**src/rtl/utlb_pkg.sv**
```systemverilog
package utlb_pkg;

  typedef enum logic [1:0] {
    ACC_FETCH = 2'd0,
    ACC_READ  = 2'd1,
    ACC_WRITE = 2'd2
  } accKind_e;

  typedef struct packed {
    logic canWrite;
    logic userOk;
    logic noExec;
  } perm_t;

  // strobes from the control side to the entry store
  typedef struct packed {
    logic wr;
    logic clrAll;
    logic clrAsid;
  } ctlStrobe_t;

endpackage

```
**src/rtl/utlb_ctrl.sv**
```systemverilog
module utlb_ctrl
  import utlb_pkg::*;
#(
  parameter int N = 32
) (
  input  logic                 clk,
  input  logic                 rstN,
  input  logic                 fillValid,
  input  logic                 invAll,
  input  logic                 invAsidValid,
  input  logic                 replRandom,
  input  logic [N-1:0]         validVec,
  output ctlStrobe_t           strobe,
  output logic [$clog2(N)-1:0] wrIdx
);
  localparam int IDX_W  = $clog2(N);
  localparam int LFSR_W = 16;
  localparam logic [LFSR_W-1:0] TAPS = 16'hB400;

  logic [IDX_W-1:0]  rrPtr;
  logic [LFSR_W-1:0] lfsr;
  logic [IDX_W-1:0]  freeIdx;
  logic [IDX_W-1:0]  rndIdx;
  logic              hasFree;
  logic              evict;

  // lowest-numbered empty slot
  always_comb begin
    freeIdx = '0;
    for (int i = N - 1; i >= 0; i--) begin
      if (!validVec[i]) freeIdx = IDX_W'(i);
    end
  end

  assign hasFree = ~&validVec;
  assign rndIdx  = (int'(lfsr[IDX_W-1:0]) >= N) ? IDX_W'(int'(lfsr[IDX_W-1:0]) - N)
                                                : lfsr[IDX_W-1:0];
  assign evict   = fillValid && !hasFree;
  assign wrIdx   = hasFree ? freeIdx : (replRandom ? rndIdx : rrPtr);

  assign strobe.wr      = fillValid;
  assign strobe.clrAll  = invAll;
  assign strobe.clrAsid = invAsidValid && !invAll;

  always_ff @(posedge clk) begin
    if (!rstN) begin
      rrPtr <= '0;
      lfsr  <= LFSR_W'(1);
    end else begin
      lfsr <= {1'b0, lfsr[LFSR_W-1:1]} ^ (lfsr[0] ? TAPS : '0);
      if (evict && !replRandom) begin
        rrPtr <= (int'(rrPtr) == N - 1) ? '0 : rrPtr + 1'b1;
      end
    end
  end

endmodule

```
**src/rtl/utlb_data.sv**
```systemverilog
module utlb_data
  import utlb_pkg::*;
#(
  parameter int N      = 32,
  parameter int VPN_W  = 20,
  parameter int PFN_W  = 20,
  parameter int ASID_W = 8,
  parameter int OFF_W  = 12
) (
  input  logic                   clk,
  input  logic                   rstN,
  input  ctlStrobe_t             strobe,
  input  logic [$clog2(N)-1:0]   wrIdx,
  input  logic [VPN_W-1:0]       fillVpn,
  input  logic [PFN_W-1:0]       fillPfn,
  input  logic [ASID_W-1:0]      fillAsid,
  input  logic                   fillGlobal,
  input  perm_t                  fillPerm,
  input  logic [ASID_W-1:0]      invAsid,
  input  logic                   lkValid,
  input  logic [VPN_W+OFF_W-1:0] lkVa,
  input  logic [1:0]             lkAcc,
  input  logic                   lkUser,
  input  logic [ASID_W-1:0]      curAsid,
  output logic [N-1:0]           validVec,
  output logic                   lkHit,
  output logic                   lkAbort,
  output logic [PFN_W+OFF_W-1:0] lkPa
);
  logic [N-1:0]        vld;
  logic [VPN_W-1:0]    eVpn  [N];
  logic [PFN_W-1:0]    ePfn  [N];
  logic [ASID_W-1:0]   eAsid [N];
  logic [N-1:0]        eGlb;
  perm_t               ePerm [N];

  logic [N-1:0]        hitVec;
  logic [VPN_W-1:0]    lkVpn;
  logic [PFN_W-1:0]    selPfn;
  perm_t               selPerm;
  logic                anyHit;
  logic                deny;

  assign lkVpn    = lkVa[VPN_W+OFF_W-1:OFF_W];
  assign validVec = vld;

  always_ff @(posedge clk) begin
    if (!rstN) begin
      vld <= '0;
    end else begin
      for (int i = 0; i < N; i++) begin
        if (strobe.clrAll) vld[i] <= 1'b0;
        else if (strobe.clrAsid && !eGlb[i] && eAsid[i] == invAsid) vld[i] <= 1'b0;
      end
      if (strobe.wr) begin
        vld[wrIdx]   <= 1'b1;
        eVpn[wrIdx]  <= fillVpn;
        ePfn[wrIdx]  <= fillPfn;
        eAsid[wrIdx] <= fillAsid;
        eGlb[wrIdx]  <= fillGlobal;
        ePerm[wrIdx] <= fillPerm;
      end
    end
  end

  for (genvar g = 0; g < N; g++) begin : gMatch
    assign hitVec[g] = vld[g] && eVpn[g] == lkVpn && (eGlb[g] || eAsid[g] == curAsid);
  end

  always_comb begin
    selPfn  = '0;
    selPerm = '0;
    for (int i = N - 1; i >= 0; i--) begin
      if (hitVec[i]) begin
        selPfn  = ePfn[i];
        selPerm = ePerm[i];
      end
    end
  end

  assign anyHit = lkValid && |hitVec;
  assign deny   = (lkAcc == ACC_WRITE && !selPerm.canWrite)
               || (lkAcc == ACC_FETCH && selPerm.noExec)
               || (lkUser && !selPerm.userOk);

  assign lkHit   = anyHit;
  assign lkAbort = anyHit && deny;
  assign lkPa    = (anyHit && !deny) ? {selPfn, lkVa[OFF_W-1:0]} : '0;

endmodule

```
**src/rtl/utlb_top.sv**
```systemverilog
module utlb_top
  import utlb_pkg::*;
#(
  parameter int N      = 32,
  parameter int VPN_W  = 20,
  parameter int PFN_W  = 20,
  parameter int ASID_W = 8,
  parameter int OFF_W  = 12
) (
  input  logic                   clk,
  input  logic                   rstN,
  input  logic                   lkValid,
  input  logic [VPN_W+OFF_W-1:0] lkVa,
  input  logic [1:0]             lkAcc,
  input  logic                   lkUser,
  input  logic [ASID_W-1:0]      curAsid,
  output logic                   lkHit,
  output logic                   lkAbort,
  output logic [PFN_W+OFF_W-1:0] lkPa,
  input  logic                   fillValid,
  input  logic [VPN_W-1:0]       fillVpn,
  input  logic [PFN_W-1:0]       fillPfn,
  input  logic [ASID_W-1:0]      fillAsid,
  input  logic                   fillGlobal,
  input  logic                   fillWritable,
  input  logic                   fillUserOk,
  input  logic                   fillNoExec,
  input  logic                   invAll,
  input  logic                   invAsidValid,
  input  logic [ASID_W-1:0]      invAsid,
  input  logic                   replRandom
);
  localparam int IDX_W = $clog2(N);

  ctlStrobe_t       strobe;
  logic [IDX_W-1:0] wrIdx;
  logic [N-1:0]     validVec;
  perm_t            fillPerm;

  assign fillPerm = '{canWrite: fillWritable, userOk: fillUserOk, noExec: fillNoExec};

  utlb_ctrl #(.N(N)) uCtrl (
    .clk(clk), .rstN(rstN), .fillValid(fillValid), .invAll(invAll),
    .invAsidValid(invAsidValid), .replRandom(replRandom), .validVec(validVec),
    .strobe(strobe), .wrIdx(wrIdx)
  );

  utlb_data #(.N(N), .VPN_W(VPN_W), .PFN_W(PFN_W), .ASID_W(ASID_W), .OFF_W(OFF_W)) uData (
    .clk(clk), .rstN(rstN), .strobe(strobe), .wrIdx(wrIdx),
    .fillVpn(fillVpn), .fillPfn(fillPfn), .fillAsid(fillAsid), .fillGlobal(fillGlobal),
    .fillPerm(fillPerm), .invAsid(invAsid), .lkValid(lkValid), .lkVa(lkVa),
    .lkAcc(lkAcc), .lkUser(lkUser), .curAsid(curAsid), .validVec(validVec),
    .lkHit(lkHit), .lkAbort(lkAbort), .lkPa(lkPa)
  );

endmodule

```
**config.mk**
```make
export PLATFORM = sky130hd
export DESIGN_NAME = utlb_top
export DESIGN_NICKNAME = d
export VERILOG_FILES = /design/src/rtl/utlb_pkg.sv /design/src/rtl/utlb_ctrl.sv /design/src/rtl/utlb_data.sv /design/src/rtl/utlb_top.sv
export SDC_FILE = /design/constraint.sdc
export NUM_CORES = 2
export LEC_CHECK = 0
export BUFFER_PORTS_ARGS = -buffer_cell sky130_fd_sc_hd__clkbuf_2
export CAP_MARGIN = 5
export CORE_UTILIZATION = 30
export DETAILED_ROUTE_END_ITERATION = 6
export PLACE_DENSITY = 0.51
export RECOVER_POWER = 50
export SKIP_CTS_REPAIR_TIMING = 1
export SLEW_MARGIN = 20
export SYNTH_ARGS = -nofsm -noshare
export SYNTH_HDL_FRONTEND = slang
export SYNTH_SLANG_ARGS = --single-unit
```
**constraint.sdc**
```tcl
create_clock -name clk -period 16.6 [get_ports clk]
set_input_delay 0.83 -clock clk [delete_from_list [all_inputs] [get_ports clk]]
set_output_delay 0.83 -clock clk [all_outputs]
set_load 0.005 [all_outputs]
```
* Word-level counts from Yosys, hierarchy flattened
Memory sizes are Yosys's and may differ from the RTL's.
Index checks and enable logic that the tools add are counted.
** Cells by class
- Magnitude comparators :: 2
- Muxes and demuxes :: 204
- Equal/unequal tests :: 98
- Add/sub/neg operators :: 1
- $mul :: 0
- Div/mod/pow operators :: 0
- Shifts and indexed selects :: 0
- Reduce and logical (&&, ||, !) cells :: 213
- Bitwise logic cells :: 2
** Operators with widths (count)
- equality test 20 bit :: 32
- two-way mux 20 bit :: 32
- equality test 8 bit :: 64
- two-way mux 5 bit :: 35
- logical AND 1 bit :: 138
- two-way mux 1 bit :: 100
- two-way mux 3 bit :: 32
- two-way mux 32 bit :: 2
- logical NOT 1 bit :: 37
- logical OR 1 bit :: 34
- bitwise mux 32 bit :: 1
- OR 32 bit :: 1
- AND reduction 32 bit :: 1
- OR reduction 32 bit :: 1
- two-way mux 16 bit :: 1
- bitwise XOR 15 x 16 -> 16 bit :: 1
- < comparator 5 x 6 -> 1 bit, second input constant :: 1
- adder 5 x 1 -> 5 bit, second input constant :: 1
- demux 1 bit (select 5 bit) :: 1
- equality test 5 x 1 -> 1 bit, second input constant :: 1
- greater-or-equal comparator 5 x 1 -> 1 bit, second input constant :: 1
- equality test 2 bit, second input constant :: 1
- logical NOT 2 bit :: 1
- AND reduction 2 bit :: 1
** Word-level totals
- Register bits :: 85
- Word-level logic and storage cells :: 528
- Bits in writable memories :: 1632
- Memories kept :: 4
- Output and inout bits :: 34
- Memory bits (read-only) :: 0
- Latch bits :: 0
- Input bits :: 110
** Memories
- uData.ePfn :: words 32, width 20, read ports 32, clocked after memory_dff 0, wr ports 1, RTL line utlb_data.sv:32 : logic [PFN_W-1:0] ePfn [N];
- uData.eVpn :: words 32, width 20, read ports 32, clocked after memory_dff 0, wr ports 1, RTL line utlb_data.sv:31 : logic [VPN_W-1:0] eVpn [N];
- uData.eAsid :: words 32, width 8, read ports 32, clocked after memory_dff 0, wr ports 1, RTL line utlb_data.sv:33 : logic [ASID_W-1:0] eAsid [N];
- uData.ePerm :: words 32, width 3, read ports 32, clocked after memory_dff 0, wr ports 1, RTL line utlb_data.sv:35 : perm_t ePerm [N];

* Longest topological paths before layout
- Depth in word-level cells :: 42
- Gate-level depth with buffers :: 17
- Gate-level depth less buffers :: 11

* Modules after synthesis
From an unflattened synthesis, not the netlist that was laid out.
** Second synthesis, totals
- Cell total of the unflattened synthesis :: 5085
- Area total of the unflattened synthesis :: 74483.9 um^2
** By module, submodules not included
- utlb_data :: times used 1, area each 73239.0 um^2, seq. area each 50608.5 um^2, cells an instance 4942
- utlb_ctrl :: times used 1, area each 1244.9 um^2, seq. area each 420.4 um^2, cells an instance 143

* Least setup slack after synthesis
Ideal clock, no wire load.
- Path kind :: input-to-reg
- From :: in replRandom
- To :: mem uData.eAsid[28][0], enable pin
- Path slack :: 9023 ps
- Stages on the path :: 6
- Library setup time :: 594 ps
- Required time :: 16006 ps
- Buffers on the path :: 1
- Arrival time :: 6984 ps
- Cells stage by stage :: buf_1 > mux2i_1 > a211oi_1 > and2_1 > nand2_1 > nor4_1
** Between the ends
- Cells in the longest elaborated chain, start to end :: 2
** Ends and longest elaborated chain
- start, declared :: RTL line utlb_top.sv:31 : input logic replRandom
- two-way mux 5 bit (2 in a row) :: RTL line utlb_ctrl.sv:39 : assign wrIdx = hasFree ? freeIdx : (replRandom ? rndIdx : rrPtr);
- end, declared :: RTL line utlb_data.sv:33
Every way passes these cells.

* Worst setup path in the final report
- From :: in lkVa[19]
- To :: out lkPa[30]
** Between the ends
- Cells in the longest elaborated chain, start to end :: 42
- Elaborated cells on any way between the ends :: 172
- Those cells by class :: eq/ne: 32; mux: 65; reduce/logical: 75
** Ends and longest elaborated chain
- start, declared :: RTL line utlb_top.sv:13 : input logic [VPN_W+OFF_W-1:0] lkVa,
- equality test 20 bit :: RTL line utlb_data.sv:67 : assign hitVec[g] = vld[g] && eVpn[g] == lkVpn && (eGlb[g] || eAsid[g] == curAsid);
- logical AND 1 bit (2 in a row) :: RTL line utlb_data.sv:67
- two-way mux 3 bit (32 in a row) :: RTL line utlb_data.sv:74 : if (hitVec[i]) begin
- logical NOT 1 bit :: RTL line utlb_data.sv:82 : assign deny = (lkAcc == ACC_WRITE && !selPerm.canWrite)
- logical AND 1 bit :: RTL line utlb_data.sv:82
- logical OR 1 bit :: RTL line utlb_data.sv:83 : || (lkAcc == ACC_FETCH && selPerm.noExec)
- logical OR 1 bit :: RTL line utlb_data.sv:84 : || (lkUser && !selPerm.userOk);
- logical NOT 1 bit :: RTL line utlb_data.sv:88 : assign lkPa = (anyHit && !deny) ? {selPfn, lkVa[OFF_W-1:0]} : '0;
- logical AND 1 bit :: RTL line utlb_data.sv:88
- two-way mux 32 bit (*) :: RTL line utlb_data.sv:88
- end, declared :: RTL line utlb_top.sv:19 : output logic [PFN_W+OFF_W-1:0] lkPa,
Mark *: on every way between the ends. The rest lies on a longest branch, timed or not.

==> reports/summary.txt <==
Violated checks: max-capacitance violations, max-slew violations
Row cnt: 182
Req. time, crit path: 15.77 ns
P_leak: 27.9 nW
WL final: 237,000 um
Psw: 2.05 mW
Synth cell types: 88
Setup slack, reg-to-reg: 10.32 ns
Startpoint Class: input pin
Die span in y: 501 um
GRT Util Overall: 0.185
Syn-to-layout area delta: 14.0%
CP endpoint kind: output port
Most frequent cell after synthesis: edfxtp_1
Slew HR: -1.10
Fraction of registers with async set/reset: 0
Setup_tns: 0 ns
CTS tree: done
Clock Path Buffers: 3
Syn Nets: 5,312
Share of cells above drive strength 1: 0.104
Pwr Density: 108 mW/mm^2
DR pass1 iterations: 5
Largest net degree at the start of global routing: 78
Net count, final: 5,483
Power, Total: 9.21 mW
Htree depth: 4
Yosys top cell area share: 0.669
Fin Clk Skew: 0.0616 ns
Arrival @ worst endpoint: 6.63 ns
Ys Warns: 0
CTS sink cnt: 1,717
Post-Syn Area: 0.0747 sq mm
Clock transition at path regs: 0.06 ns
Critical-path top delay cell: nand3_2
Detail Route Antenna Nets: 0
Worst-path maximum fanout: 44
Via count: 45,158
Initial Utilization: 0.303
Number of flops mapped to enable cells by yosys: 1,664
Cell Int Power: 7.16 mW
Overflow after GRT: 0
Io pins: 144
Inserted Clock Buffers: 183
Vias per cell: 5.11
Post-route minimum period: 7.46 ns
Top cells by area, synth: edfxtp_1 (67%), xor2_1 (8.5%), xnor2_1 (5.0%), nor4_1 (1.7%), dfxtp_1 (1.4%)
Placer Congestion: 0.846
Clock power share: 0.441
First-pass GRT wire length: 334,000 um
CP peak stage delay: 0.92 ns
Post-route DRC: 0
HPWL after DPL: 140,000 um
DR iter-0 viols: 4,317
Min-delay worst type: in -> reg
Reg power frac: 0.518
Synth top cells by count: edfxtp_1 (1,664), xor2_1 (728), xnor2_1 (427)
Buf/Inv on CP: 4
Slew @ Worst Pin: 3.15 ns
Delay-heaviest family, CP: compound AO/OA/AOI/OAI gates
Avg Cell Area, Syn: 14.4 sq um
Top FF cell, synth: edfxtp_1
Core Footprint: 0.247 sq mm
RSZ-0062 raised after global routing: false
Worst vdd ir: 0.110 mV
Final hold violation count: 0
Reg2Reg Launch Point: uData.validVec[30]
Die area: 0.251 sq mm
Hold path start: fillVpn[15]
Vias in the first global route: 44,255
Antenna violations before repair: 17
Final period util: 0.449
Part of the power in combinational logic: 0.041
CTS Root Cell: clkbuf_16
Seq/Total Area, Yosys: 0.683
Input/output buffers: 143
CP Cell Sequence: clkbuf_2, buf_4, xnor2_1, nand4_1, nor4_1, nand3_2, a31o_2, a311oi_1, o211ai_1, a311o_1, a21oi_1, a2111oi_4, buf_4, o2111a_1, clkbuf_2
Leading area contributor after synthesis: edfxtp_1
Sw Share: 0.223
Critical path launch point: lkVa[19]
Insertion delay to the later sink of the worst-skew pair: 0.85 ns
Die width: 501 um
Setup violators final: 0
Max cap viols: 48
CP Class: in -> out
Fmax: 134 MHz
Post-Syn Instances: 5,200
Routed WL per cell: 26.8 um
Outcome: complete, but fails checks
Min Hold Slack: 0.388 ns
Number of synthesized register bits: 1,717
Fin. max-slew vios: 1,564
==> power by group through the flow <==
stage                     registers (mW)  clock network, mW  logic, mW
after floorplan                     4.86                  0      0.199
after global placement              4.86                  0      0.382
after detailed placement            4.86                  0      0.384
after CTS                           4.77               4.13      0.386
after global routing                4.77               4.28      0.401
final                               4.77               4.06      0.379
==> logic make-up after synthesis <==
family / Yosys count / share of synthesized area
flops: 1717 / 0.683
simple gates: 1159 / 0.0806
xor+xnor: 1155 / 0.135
compound gates: 696 / 0.0633
buf+inv: 406 / 0.0281
mux: 65 / 0.00886
fa+ha+maj: 2 / 0.000335
==> sequential cells by signal, summed over array words and instances (netlist names) <==
register and flops:
uCtrl.lfsr 16, uCtrl.rrPtr 5, uData.eAsid 256, uData.eGlb 32, uData.ePerm 96, uData.ePfn 640, uData.eVpn 640, uData.validVec 32
==> layout make-up <==
| cell class | instances | area, sq um |
|---|---|---|
| Inverter | 104 | 390 |
| Tap cell | 3312 | 4140 |
| Multi-Input combinational cell | 3077 | 21900 |
| Clock buffer | 228 | 4780 |
| Timing Repair Buffer | 288 | 1700 |
| Fill cell | 23674 | 161000 |
| Clock inverter | 109 | 1160 |
| Antenna cell | 3 | 7.51 |
| Sequential cell | 1717 | 51000 |
==> cell usage in the layout, fill, tap and decap left out, types with 27 or more instances in the layout <==
| cell type | netlist | layout |
|---|---|---|
| o21a_1 | 56 | 56 |
| mux2i_1 | 56 | 56 |
| nor2_1 | 172 | 152 |
| dfxtp_1 | 53 | 53 |
| o21ai_0 | 179 | 179 |
| or3_1 | 33 | 28 |
| a21oi_1 | 116 | 116 |
| nand4_1 | 140 | 140 |
| nand2_1 | 271 | 271 |
| xor2_1 | 728 | 728 |
| a221oi_1 | 38 | 38 |
| xnor2_1 | 427 | 427 |
| edfxtp_1 | 1664 | 1664 |
| nor4_1 | 203 | 186 |
| clkbuf_2 | 0 | 108 |
| nor3_1 | 79 | 72 |
| a31oi_1 | 27 | 27 |
| clkinv_1 | 1 | 53 |
| clkbuf_16 | 0 | 183 |
| buf_4 | 26 | 122 |
| o22ai_1 | 53 | 53 |
| o2111ai_1 | 55 | 55 |
| nand3_1 | 126 | 124 |
| clkbuf_1 | 144 | 99 |
| inv_1 | 101 | 101 |
==> worst register-to-register path, cell delays in order, from the launching register on <==
cell and delay (ns):
dfxtp_1 0.44, nor2b_1 0.15, o21ai_0 0.08, a21boi_0 0.17, o21ai_0 0.09, a21boi_0 0.19
o21ai_0 0.14, a21oi_1 0.19, nor2_1 0.10, a41oi_1 1.57, a22oi_1 0.63, clkbuf_1 0.61
nor2_4 0.76, buf_4 0.71
==> worst paths after layout <==
kind | endpoint | cells past startpoint
max | lkPa[30] | 15
min | uData.eVpn[28][15] | 1
max reg2reg | uData.ePfn[13][12] | 13
min reg2reg | uCtrl.lfsr[6] | 1
==> routing by layer <==
layer | part of all wire | track usage | vias up
met5 | 0.00011 | 0 | -
met4 | 0.024 | 0.0493 | 4
met2 | 0.46 | 0.295 | 1685
met3 | 0.063 | 0.0270 | 339
met1 | 0.45 | 0.262 | 23351
li1 | - | - | 19779
==> through the flow <==
stage / setup slack (ns) / util / cells / instance area [sq um]
final: 9.14 / 0.345 / 8838 / 85100
after floorplan: 9.02 / - / 5200 / 74700
after CTS: 9.01 / 0.346 / 8834 / 85200
after global routing: 8.89 / 0.345 / 8838 / 85100
after detailed placement: 9.01 / 0.321 / 8497 / 79300
after global placement: 9.21 / 0.321 / 8497 / 79300
Note: power is estimated with default switching activity, not from simulation.
